File: src/rtl/wrmap_pkg.sv
package wrmap_pkg;

    localparam int LREG_W       = 6;
    localparam int GLB_BANK     = 8;
    localparam int WIN_STRIDE   = 16;
    localparam int WIN_VIEW     = 24;
    localparam int LREG_WIN_LO  = 8;
    localparam int LREG_MIC_LO  = 32;
    localparam int OFF_W        = 5;

    typedef enum logic [1:0] {
        VIEW_CUR  = 2'd0,
        VIEW_NEXT = 2'd1,
        VIEW_PREV = 2'd2,
        VIEW_RSVD = 2'd3
    } view_e;

    typedef enum logic [2:0] {
        CLS_ZERO   = 3'd0,
        CLS_GLOBAL = 3'd1,
        CLS_WIN    = 3'd2,
        CLS_MICRO  = 3'd3,
        CLS_NONE   = 3'd4
    } lcls_e;

    typedef struct packed {
        lcls_e            cls;
        logic [OFF_W-1:0] off;
    } lreg_dec_t;

    // Split a logical number into its class and the offset inside that class.
    function automatic lreg_dec_t decode_lreg(input logic [LREG_W-1:0] l, input int num_micro);
        lreg_dec_t d;
        int li;
        li = int'(l);
        d.off = '0;
        if (li == 0) begin
            d.cls = CLS_ZERO;
        end else if (li < LREG_WIN_LO) begin
            d.cls = CLS_GLOBAL;
            d.off = OFF_W'(li);
        end else if (li < LREG_MIC_LO) begin
            d.cls = CLS_WIN;
            d.off = OFF_W'(li - LREG_WIN_LO);
        end else if (li < LREG_MIC_LO + num_micro) begin
            d.cls = CLS_MICRO;
            d.off = OFF_W'(li - LREG_MIC_LO);
        end else begin
            d.cls = CLS_NONE;
        end
        return d;
    endfunction

    // Amount added to the pointer (mod windows) for view slot 0, 1, 2.
    function automatic int view_step(input int slot, input int num_win);
        if (slot == 1) return num_win - 1;
        if (slot == 2) return 1;
        return 0;
    endfunction

endpackage

File: src/rtl/wrmap_state.sv
module wrmap_state #(
    parameter int NUM_WIN  = 8,
    parameter int NUM_GLV  = 4,
    parameter int CWP_IN_W = 8,
    parameter int GL_IN_W  = 3,
    parameter int CWP_W    = 3,
    parameter int GL_W     = 2
) (
    input  logic                clk,
    input  logic                rst,
    input  logic                cwp_we,
    input  logic [CWP_IN_W-1:0] cwp_wdata,
    input  logic                gl_we,
    input  logic [GL_IN_W-1:0]  gl_wdata,
    output logic [CWP_W-1:0]    cwp_r,
    output logic [GL_W-1:0]     gl_r
);

    logic [CWP_W-1:0] cwp_nx;
    logic [GL_W-1:0]  gl_nx;

    always_comb begin
        if (int'(cwp_wdata) >= NUM_WIN)
            cwp_nx = CWP_W'(NUM_WIN - 1);
        else
            cwp_nx = CWP_W'(cwp_wdata);
        if (int'(gl_wdata) >= NUM_GLV)
            gl_nx = GL_W'(NUM_GLV - 1);
        else
            gl_nx = GL_W'(gl_wdata);
    end

    always_ff @(posedge clk) begin
        if (rst) begin
            cwp_r <= '0;
            gl_r  <= '0;
        end else begin
            if (cwp_we) cwp_r <= cwp_nx;
            if (gl_we)  gl_r  <= gl_nx;
        end
    end

endmodule

File: src/rtl/wrmap_win_rot.sv
module wrmap_win_rot
    import wrmap_pkg::*;
#(
    parameter int NUM_WIN   = 8,
    parameter int GLB_TOTAL = 32,
    parameter int CWP_W     = 3,
    parameter int PHYS_W    = 8,
    parameter int STEP      = 0
) (
    input  logic [CWP_W-1:0]  cwp,
    input  logic [OFF_W-1:0]  off,
    output logic [PHYS_W-1:0] phys
);

    localparam int TOT_WIN = NUM_WIN * WIN_STRIDE;
    localparam int RW      = $clog2(TOT_WIN + WIN_VIEW) + 1;
    localparam int SW      = CWP_W + 1;

    logic [SW-1:0]    wsum;
    logic [CWP_W-1:0] weff;
    logic [RW-1:0]    pos;

    always_comb begin
        // Neighbour window, wrapped without ever going negative.
        wsum = {1'b0, cwp} + SW'(STEP);
        if (wsum >= SW'(NUM_WIN))
            wsum = wsum - SW'(NUM_WIN);
        weff = wsum[CWP_W-1:0];
        // Ring position: offset minus window base, biased by one full ring.
        pos = RW'(off) + RW'(TOT_WIN) - (RW'(weff) << 4);
        if (pos >= RW'(TOT_WIN))
            pos = pos - RW'(TOT_WIN);
        phys = PHYS_W'(GLB_TOTAL) + PHYS_W'(pos);
    end

endmodule

File: src/rtl/wrmap_flat.sv
module wrmap_flat
    import wrmap_pkg::*;
#(
    parameter int MIC_BASE = 160,
    parameter int GL_W     = 2,
    parameter int PHYS_W   = 8
) (
    input  logic [OFF_W-1:0]  off,
    input  logic [GL_W-1:0]   gl,
    output logic [PHYS_W-1:0] glob_idx,
    output logic [PHYS_W-1:0] mic_idx
);

    always_comb begin
        glob_idx = PHYS_W'(off) + (PHYS_W'(gl) << 3);
        mic_idx  = PHYS_W'(MIC_BASE) + PHYS_W'(off);
    end

endmodule

File: src/rtl/wrmap_top.sv
module wrmap_top
    import wrmap_pkg::*;
#(
    parameter int NUM_WIN   = 8,
    parameter int NUM_GLV   = 4,
    parameter int NUM_MICRO = 8,
    parameter int CWP_IN_W  = 8,
    parameter int GL_IN_W   = 3,
    parameter int CWP_W     = (NUM_WIN > 1) ? $clog2(NUM_WIN) : 1,
    parameter int GL_W      = (NUM_GLV > 1) ? $clog2(NUM_GLV) : 1,
    parameter int PHYS_W    = $clog2(NUM_GLV*GLB_BANK + NUM_WIN*WIN_STRIDE + NUM_MICRO)
) (
    input  logic                clk,
    input  logic                rst,
    input  logic                cwp_we,
    input  logic [CWP_IN_W-1:0] cwp_wdata,
    input  logic                gl_we,
    input  logic [GL_IN_W-1:0]  gl_wdata,
    input  logic [LREG_W-1:0]   lreg,
    input  logic [1:0]          view,
    output logic [CWP_W-1:0]    cwp_q,
    output logic [GL_W-1:0]     gl_q,
    output logic [PHYS_W-1:0]   phys_idx
);

    localparam int GLB_TOTAL = NUM_GLV * GLB_BANK;
    localparam int TOT_WIN   = NUM_WIN * WIN_STRIDE;
    localparam int MIC_BASE  = GLB_TOTAL + TOT_WIN;
    localparam int NVIEW     = 3;

    lreg_dec_t         dec;
    logic [PHYS_W-1:0] win_idx [NVIEW];
    logic [PHYS_W-1:0] glob_idx;
    logic [PHYS_W-1:0] mic_idx;
    logic [1:0]        vslot;

    wrmap_state #(
        .NUM_WIN(NUM_WIN), .NUM_GLV(NUM_GLV), .CWP_IN_W(CWP_IN_W),
        .GL_IN_W(GL_IN_W), .CWP_W(CWP_W), .GL_W(GL_W)
    ) u_state (
        .clk(clk), .rst(rst),
        .cwp_we(cwp_we), .cwp_wdata(cwp_wdata),
        .gl_we(gl_we), .gl_wdata(gl_wdata),
        .cwp_r(cwp_q), .gl_r(gl_q)
    );

    always_comb dec = decode_lreg(lreg, NUM_MICRO);

    // All three window views are computed side by side.
    for (genvar v = 0; v < NVIEW; v++) begin : g_view
        wrmap_win_rot #(
            .NUM_WIN(NUM_WIN), .GLB_TOTAL(GLB_TOTAL), .CWP_W(CWP_W),
            .PHYS_W(PHYS_W), .STEP(view_step(v, NUM_WIN))
        ) u_rot (
            .cwp(cwp_q), .off(dec.off), .phys(win_idx[v])
        );
    end

    wrmap_flat #(
        .MIC_BASE(MIC_BASE), .GL_W(GL_W), .PHYS_W(PHYS_W)
    ) u_flat (
        .off(dec.off), .gl(gl_q), .glob_idx(glob_idx), .mic_idx(mic_idx)
    );

    always_comb begin
        case (view_e'(view))
            VIEW_NEXT: vslot = 2'd1;
            VIEW_PREV: vslot = 2'd2;
            default:   vslot = 2'd0;
        endcase
    end

    always_comb begin
        case (dec.cls)
            CLS_GLOBAL: phys_idx = glob_idx;
            CLS_WIN:    phys_idx = win_idx[vslot];
            CLS_MICRO:  phys_idx = mic_idx;
            default:    phys_idx = '0;
        endcase
    end

endmodule

File: config.mk
export PLATFORM = sky130hd
export DESIGN_NAME = wrmap_top
export DESIGN_NICKNAME = d
export VERILOG_FILES = /design/src/rtl/wrmap_pkg.sv /design/src/rtl/wrmap_state.sv /design/src/rtl/wrmap_win_rot.sv /design/src/rtl/wrmap_flat.sv /design/src/rtl/wrmap_top.sv
export SDC_FILE = /design/constraint.sdc
export NUM_CORES = 1
export LEC_CHECK = 0
export ABC_AREA = 1
export CORE_MARGIN = 2
export CORE_UTILIZATION = 40
export CTS_BUF_LIST = sky130_fd_sc_hd__clkbuf_2
export CTS_CLUSTER_DIAMETER = 60
export DETAILED_ROUTE_END_ITERATION = 8
export DONT_BUFFER_PORTS = 1
export PLACE_DENSITY = 0.6
export REMOVE_ABC_BUFFERS = 1
export SLEW_MARGIN = 20
export SYNTH_ARGS = -nofsm -noshare
export SYNTH_HDL_FRONTEND = slang
export SYNTH_SLANG_ARGS = --single-unit
File: constraint.sdc
create_clock -name clk -period 3.4 [get_ports clk]
set_input_delay 0.51 -clock clk [delete_from_list [all_inputs] [get_ports clk]]
set_output_delay 0.51 -clock clk [all_outputs]
set_load 0.03 [all_outputs]
==> results of run 1 <==
==> cells in the mapped netlist (2+ instances only) <==
library cell	number
nand2_1	12
a21oi_1	2
o21ai_0	5
dfxtp_1	5
inv_1	20
nor3_1	4
nor2_2	2
ha_1	11
nand4_1	2
nor2_1	17
nand2_2	3
nand3_1	5
xnor2_1	3
nand3b_1	4
xor2_1	2
==> routing by layer <==
metal	vias up	track usage (%)	part of all wire, %
met3	0	6.40	6.6
met2	16	24.6	51
met4	0	3.64	0
met5	-	0	0
met1	269	17.9	42
li1	334	-	-
==> stage by stage <==
stage / total power [uW] / hold WS (ps)
final: 237 / 378
after CTS: 243 / 363
after global placement: 183 / 601
after floorplan: 165 / 599
after global routing: 264 / 361
after detailed placement: 186 / 603
==> worst max-delay path: stages (launching register included) <==
cell and delay (ps):
dfxtp_1 560, inv_1 120, ha_1 320, ha_1 210, xnor2_1 160, xor2_1 180
ha_1 240, or2_1 220, nand3_1 80, nor2_1 40, buf_4 150
==> report_power, final <==
part           internal (uW)  switching, uW
clock network           31.1           23.4
logic                   41.5           65.9
registers               63.1           12.0
==> cell type report <==
| cell class | instances | area, um^2 | share of cell area [%] |
|---|---|---|---|
| Timing Repair Buffer | 2 | 15.0 | 2.09 |
| Sequential cell | 5 | 100 | 13.9 |
| Tap cell | 16 | 20.0 | 2.78 |
| Clock buffer | 4 | 20.0 | 2.78 |
| Inverter | 21 | 78.8 | 11.0 |
| Multi-Input combinational cell | 76 | 485 | 67.5 |
==> path summary, 6_finish.rpt <==
kind                                  startpoint  slack (ps)          endpoint  cells after the start
worst max-delay path            u_state.cwp_r[1]         400       phys_idx[6]                     10
worst min-delay path                       gl_we         380   u_state.gl_r[1]                      1
worst max register to register  u_state.cwp_r[2]        2470  u_state.cwp_r[2]                      2
worst min register to register   u_state.gl_r[0]         700   u_state.gl_r[0]                      2
==> state kept, by name, indices dropped and copies added (netlist names) <==
name,count
u_state.cwp_r,3
u_state.gl_r,2
==> cell families (layout without fill, tap and decap cells) <==
| kind of cell | Yosys count | in the layout |
|---|---|---|
| AND/OR/NAND/NOR | 51 | 51 |
| adder cells (fa/ha/maj) | 12 | 12 |
| buffers and inverters | 21 | 27 |
| flip-flops | 5 | 5 |
| AO/OA/AOI/OAI | 8 | 8 |
| XOR/XNOR | 5 | 5 |
==> impl_metrics.csv, run 1 <==
group,metric,value,unit
floorplanning,ioPinCount,36,
cells_and_area,fin_area,719,um^2
global_route,grt_use_total,15.0,%
yosys,syn_avg_cell_area,6.51,um^2
sta,hold_viol,0,
cells_and_area,n_fill_cell,155,
cells_and_area,areaGrowthSynthToFinish,8.29,%
pwr,p_leak,0.000392,uW
clock_network,clk_pin_slew,60,ps
status,status,"finished clean",
floorplanning,die_w,44.8,um
critical_path,critPathKind,"flop to primary output",
critical_path,worstPathRequired,2890,ps
yosys,synthXorXnorAreaFrac,6.59,%
clock_network,post-cts-setup-buffers,0,
sta,fin_worst_skew,0,ps
floorplanning,die_h,44.8,um
yosys,synth.area.top_cells,"ha_1 21%, dfxtp_1 15%, inv_1 11%",
clock_network,tritoncts,"built",
yosys,ys_types,20,
cells_and_area,drive_gt1_share,11.1,%
detailed_routing,postRouteWirelength,1.28,mm
yosys,synth_compound_area_share,6.59,%
detailed_routing,firstDrtPassIters,2,
sta,fin_crit_sh,88.3,%
yosys,synth_ff_type,"dfxtp_1",
detailed_routing,drt_iter0_drc,2,
cells_and_area,layoutNonFillerInstCount,124,
placement,io_buffer_count,0,
clock_network,ctsHoldBuffers,0,
critical_path,crit_fanout,4,
placement,globalplace.congestion,0.724,
yosys,netlist.area_leader.share,20.7,%
yosys,ys_async_sr_fraction,0,%
detailed_routing,vias_per_cell,4.99,
detailed_routing,vias,619,
yosys,muxShareOfSynthArea,0,%
cells_and_area,mostFrequentLayoutCell,"inv_1",
floorplanning,rows,14,
sta,rsz0062_at_grt,"no",
cells_and_area,layout_common_cells,"20 x inv_1, 17 x nor2_1, 12 x nand2_1, 11 x ha_1",
critical_path,cp-end-kind,"primary output",
sta,fmax,333,MHz
yosys,yosys_warnings,0,
yosys,ys_seq_elements,5,
detailed_routing,ant_nets,0,
yosys,synth_fa_ha_area_share,23.7,%
clock_network,ctsLongestPathBuffers,2,
detailed_routing,drc,0,
clock_network,cts_root_buf,"clkbuf_2",
sta,worst_slew_pin_slew,565,ps
global_route,antenna_found_initial,0,
sta,period_minus_slack,3000,ps
clock_network,cts_buffers,3,
yosys,synth_top_family_by_area,"simple AND/OR/NAND/NOR gates",
job,cap_violations,0,
worst_hold_path,min_path_type,"primary input to flop",
yosys,yosysTopAreaCell,"ha_1",
pwr,vdd_ir_drop_max,0.192,mV
floorplanning,die-area,0.00200,mm^2
clock_network,clock-sinks,5,
placement,dp.cells,120,
cells_and_area,fin_util,47.2,%
floorplanning,start_util,43.6,%
cells_and_area,nets,144,
placement,place_hpwl,1.13,mm
yosys,synth_area,664,um^2
cells_and_area,n_antenna_cell,0,
global_route,grt_overflow_total,0,
sta,finalMaxSlewViolations,0,
yosys,syn_inst,102,
sta,worst_slack,397,ps
critical_path,critPathLaunchType,"flop",
yosys,synthSimpleGateAreaFrac,36.2,%
yosys,synth_edf_count,0,
sta,slew_headroom,62.2,%
clock_network,h-tree-depth,1,
global_route,grt_max_degree,8,
critical_path,cp.arrival,2490,ps
sta,fin_setup_tns,0,ps
yosys,ys_seq_area_share,15.1,%
global_route,grt_pass1_wl,2.22,mm
placement,dpl_worst_slack,413,ps
clock_network,clk_latency,210,ps
floorplanning,fp.coreArea,0.00152,mm^2
placement,post_dp_cell_area,699,um^2
global_route,grt_pass1_vias,569,
clock_network,cts_resized,0,
sta,setup_viol,0,
pwr,power_density,329,mW/mm^2
detailed_routing,wl_per_cell,10.3,um
Power figures use the tool's default switching activity.
==> run 2, diff against run 1 <==
--- a/config.mk
+++ b/config.mk
@@ -12,8 +12,10 @@
 export CTS_CLUSTER_DIAMETER = 60
 export DETAILED_ROUTE_END_ITERATION = 8
 export DONT_BUFFER_PORTS = 1
+export GPL_ROUTABILITY_DRIVEN = 0
 export PLACE_DENSITY = 0.6
 export REMOVE_ABC_BUFFERS = 1
+export SETUP_SLACK_MARGIN = 0.2
 export SLEW_MARGIN = 20
 export SYNTH_ARGS = -nofsm -noshare
 export SYNTH_HDL_FRONTEND = slang
==> impl_metrics.csv, run 2 (synthesis results as in run 1) <==
group,metric,value,unit
floorplanning,die_h,44.8,um
cells_and_area,largest-register,"u_state.cwp_r",
critical_path,r2r_setup_slack,2470,ps
critical_path,cp.arrival,2440,ps
placement,place_hpwl,1.13,mm
sta,setup_viol,0,
clock_network,clk_latency,210,ps
sta,period_minus_slack,2950,ps
critical_path,startpoint,"lreg[3]",
detailed_routing,vias,619,
cells_and_area,layoutNonFillerInstCount,124,
clock_network,clk_pin_slew,60,ps
cells_and_area,largest_reg_flops,3,
clock_network,post-cts-setup-buffers,0,
cells_and_area,drive_gt1_share,12.0,%
sta,rsz0062_at_grt,"no",
cells_and_area,n_antenna_cell,0,
pwr,p_leak,0.000392,uW
critical_path,critPathLaunchType,"primary input",
detailed_routing,postRouteWirelength,1.28,mm
placement,dp.cells,120,
sta,fin_worst_skew,0,ps
floorplanning,die-area,0.00200,mm^2
cells_and_area,mostFrequentLayoutCell,"inv_1",
sta,slew_headroom,62.2,%
placement,io_buffer_count,0,
global_route,grt_use_total,15.0,%
critical_path,cp-endpoint,"phys_idx[6]",
critical_path,reg2reg_to,"u_state.cwp_r[2]",
detailed_routing,wl_per_cell,10.3,um
cells_and_area,layout_common_cells,"20 x inv_1, 17 x nor2_1, 12 x nand2_1, 11 x ha_1",
floorplanning,fp.coreArea,0.00152,mm^2
sta,finalMaxSlewViolations,0,
clock_network,cts_buffers,3,
sta,fmax,338,MHz
pwr,vdd_ir_drop_max,0.192,mV
clock_network,clock-sinks,5,
critical_path,path_cells,"inv_1 -> nor3_1 -> inv_1 -> ha_1 -> inv_1 -> ha_1 -> xnor2_1 -> xor2_1 -> ha_1 -> or2_1 -> nand3_1 -> nor2_1 -> buf_4",
critical_path,crit_fanout,3,
critical_path,worstPathRequired,2890,ps
critical_path,r2r_start,"u_state.cwp_r[2]",
cells_and_area,areaGrowthSynthToFinish,8.47,%
global_route,grt_pass1_vias,569,
detailed_routing,drt_iter0_drc,2,
floorplanning,rows,14,
cells_and_area,nets,144,
clock_network,ctsLongestPathBuffers,2,
global_route,grt_pass1_wl,2.22,mm
pwr,power_density,329,mW/mm^2
detailed_routing,ant_nets,0,
status,status,"finished clean",
job,cap_violations,0,
worst_hold_path,min_path_type,"primary input to flop",
sta,fin_crit_sh,86.9,%
floorplanning,die_w,44.8,um
global_route,grt_overflow_total,0,
floorplanning,ioPinCount,36,
sta,worst_slew_pin_slew,565,ps
floorplanning,start_util,43.6,%
critical_path,rr_worst_depth,2,
global_route,antenna_found_initial,0,
critical_path,cpMaxStageDelayCell,"nor3_1",
sta,hold_viol,0,
detailed_routing,firstDrtPassIters,2,
clock_network,h-tree-depth,1,
clock_network,tritoncts,"built",
critical_path,cpPeakStageDelay,310,ps
sta,fin_setup_tns,0,ps
cells_and_area,top_regs,"u_state.cwp_r (3), u_state.gl_r (2)",
critical_path,cp-end-kind,"primary output",
global_route,grt_max_degree,8,
clock_network,cts_root_buf,"clkbuf_2",
detailed_routing,vias_per_cell,4.99,
critical_path,critPathKind,"primary input to primary output",
detailed_routing,drc,0,
## run 2: changes by cell type in the layout (fill, tap and decap cells not counted)
cell / before / now
dfxtp_1: 5 / 4
dfxtp_2: 0 / 1
## run 2: cell type report
class                   count  area [um^2]
well taps                  16         20.0
inverters                  21         78.8
flip-flops and latches      5          101
clock buffers               4         20.0
repair buffers              2         15.0
multi-input cells          76          485
fillers                   156          803
## run 2: routing by layer
layer / vias to the layer above / wire length, um / GRT usage (%)
li1: 334 / - / -
met1: 269 / 536 / 17.9
met2: 16 / 659 / 24.6
met3: 0 / 85 / 6.40
met4: 0 / 0 / 3.64
met5: - / 0 / 0
## run 2: what timing repair did
item	CTS	global route
resized for setup	0	1
hold buffers	0	0
setup endpoints to repair	0	1
## run 2: how the worst min path moves through the flow
stage / cells past startpoint / from / to
floorplan: 1 / gl_we / u_state.gl_r[0]
global placement: 1 / gl_we / u_state.gl_r[1]
detailed placement: 1 / gl_we / u_state.gl_r[1]
CTS: 1 / gl_we / u_state.gl_r[1]
global route: 1 / gl_we / u_state.gl_r[0]
finish: 1 / gl_we / u_state.gl_r[1]
## run 2: through the flow
step | setup slack [ps] | total power (uW) | cell area [um^2] | util (%) | hold WS (ps)
finish | 445 | 237 | 721 | 47.3 | 378
CTS | 382 | 243 | 719 | 47.2 | 363
global route | 243 | 264 | 721 | 47.3 | 361
floorplan | 531 | 165 | 664 | - | 599
global placement | 446 | 183 | 699 | 45.9 | 601
detailed placement | 413 | 186 | 699 | 45.9 | 603
## run 2: critical path: cells and delay by family
family	cells	cell delay [ps]
buffers and inverters	4	390
adders and majority gates	3	590
xor gates and xnor gates	2	310
and+or+nand+nor	4	650
## run 2: report_power, final
part           switching (uW)  internal (uW)
combinational            65.9           41.5
clock                    23.4           31.1
sequential               12.0           63.3
total                     101            136
==> run 3, diff against run 2 <==
--- a/config.mk
+++ b/config.mk
@@ -13,6 +13,7 @@
 export DETAILED_ROUTE_END_ITERATION = 8
 export DONT_BUFFER_PORTS = 1
 export GPL_ROUTABILITY_DRIVEN = 0
+export HOLD_SLACK_MARGIN = 0.1
 export PLACE_DENSITY = 0.6
 export REMOVE_ABC_BUFFERS = 1
 export SETUP_SLACK_MARGIN = 0.2
==> constraint.sdc (replaced) <==
create_clock -name clk -period 3.4 [get_ports clk]
set_input_delay 0.34 -clock clk [delete_from_list [all_inputs] [get_ports clk]]
set_output_delay 0.34 -clock clk [all_outputs]
set_load 0.03 [all_outputs]
==> impl_metrics.csv, run 3 (synthesis results as in run 1) <==
group,metric,value,unit
floorplanning,start_util,43.6,%
sta,fmax,345,MHz
status,status,"finished clean",
global_route,grt_use_total,14.7,%
clock_network,cts_buffers,3,
detailed_routing,drc,0,
pwr,p_seq_share,31.5,%
detailed_routing,wl_per_cell,10.6,um
sta,hold_viol,0,
sta,fin_crit_sh,85.3,%
pwr,power,238,uW
detailed_routing,firstDrtPassIters,4,
pwr,p_switching,104,uW
cells_and_area,layout_common_cells,"20 x inv_1, 17 x nor2_1, 12 x nand2_1, 11 x ha_1",
floorplanning,ioPinCount,36,
global_route,antenna_found_initial,0,
sta,fin_worst_skew,0,ps
placement,place_hpwl,1.11,mm
critical_path,worstPathRequired,3060,ps
job,cap_violations,0,
sta,period_minus_slack,2900,ps
clock_network,ctsLongestPathBuffers,2,
critical_path,cp.arrival,2560,ps
detailed_routing,drt_iter0_drc,5,
clock_network,tritoncts,"built",
sta,setup_viol,0,
clock_network,cts_resized,0,
detailed_routing,vias,630,
pwr,p_int,134,uW
pwr,p_sw_share,43.6,%
sta,finalMaxSlewViolations,0,
critical_path,cp-end-kind,"primary output",
pwr,power_frac_clock,23.7,%
clock_network,cts_root_buf,"clkbuf_2",
clock_network,clock-sinks,5,
clock_network,ctsHoldBuffers,0,
clock_network,clk_pin_slew,60,ps
cells_and_area,largest_reg_flops,3,
cells_and_area,layoutNonFillerInstCount,123,
cells_and_area,n_antenna_cell,0,
pwr,p_leak,0.000387,uW
placement,dp.cells,119,
floorplanning,die_h,44.8,um
detailed_routing,ant_nets,0,
sta,slew_headroom,62.4,%
global_route,grt_max_degree,8,
floorplanning,die-area,0.00200,mm^2
cells_and_area,areaGrowthSynthToFinish,7.16,%
sta,worst_slew_pin_slew,562,ps
clock_network,post-cts-setup-buffers,0,
cells_and_area,nets,143,
floorplanning,die_w,44.8,um
placement,io_buffer_count,0,
pwr,pwr-share-comb,44.9,%
critical_path,critPathLaunchType,"flop",
cells_and_area,fin_area,712,um^2
detailed_routing,postRouteWirelength,1.30,mm
global_route,grt_pass1_vias,584,
pwr,vdd_ir_drop_max,0.221,mV
cells_and_area,largest-register,"u_state.cwp_r",
sta,fin_setup_tns,0,ps
clock_network,h-tree-depth,1,
worst_hold_path,min_path_type,"primary input to flop",
critical_path,crit_fanout,4,
floorplanning,fp.coreArea,0.00152,mm^2
clock_network,clk_latency,220,ps
cells_and_area,top_regs,"u_state.cwp_r (3), u_state.gl_r (2)",
pwr,power_density,334,mW/mm^2
detailed_routing,vias_per_cell,5.12,
placement,post_dp_cell_area,692,um^2
cells_and_area,mostFrequentLayoutCell,"inv_1",
cells_and_area,fin_util,46.7,%
global_route,grt_pass1_wl,2.17,mm
cells_and_area,drive_gt1_share,10.3,%
cells_and_area,n_fill_cell,162,
floorplanning,rows,14,
critical_path,critPathKind,"flop to primary output",
global_route,grt_overflow_total,0,
sta,rsz0062_at_grt,"no",
run 3: cell count changes in the layout (fill, tap and decap cells not counted), sizes merged:
cell / before / now
buf: 2 / 1
run 3: worst paths after layout:
check	start	endpoint	slack (ps)	cells past startpoint
setup / recovery	u_state.cwp_r[1]	phys_idx[6]	500	10
hold / removal	gl_we	u_state.gl_r[0]	200	1
setup reg to reg	u_state.gl_r[1]	u_state.gl_r[1]	2470	2
hold reg to reg	u_state.cwp_r[1]	u_state.cwp_r[1]	710	2
run 3: per-stage QoR:
step	hold slack (ps)	worst slack, ps
floorplan	429	799
global route	190	366
detailed placement	435	712
global placement	433	740
finish	204	501
CTS	188	467
run 3: per-layer routing:
metal | vias up | track usage (%) | wire length [um]
met3 | 0 | 5.20 | 82
met4 | 0 | 7.27 | 0
met2 | 17 | 25.2 | 677
met1 | 279 | 15.9 | 544
li1 | 334 | - | -
met5 | - | 0 | 0
run 3: area by class of cell:
cell class                      instances  area [um^2]  share of cell area, %
Multi-Input combinational cell         76          485                   68.2
Clock buffer                            4         20.0                   2.81
Timing Repair Buffer                    1         7.51                   1.05
Sequential cell                         5          100                   14.1
Inverter                               21         78.8                   11.1
Tap cell                               16         20.0                   2.81
run 3: power by group through the flow:
| stage | clock [uW] | sequential, uW | combinational [uW] |
|---|---|---|---|
| global route | 61.0 | 75.5 | 122 |
| floorplan | 0 | 77.4 | 87.6 |
| detailed placement | 0 | 76.2 | 108 |
| global placement | 0 | 76.3 | 105 |
| finish | 56.3 | 74.8 | 107 |
| CTS | 59.0 | 75.0 | 109 |
run 3: critical path: stages, from the launching register on:
cell	delay, ps
dfxtp_1	540
inv_1	120
ha_1	320
inv_1	50
ha_1	180
xnor2_1	130
xor2_1	140
ha_1	280
or2_0	100
nand3_1	60
nor2_1	420
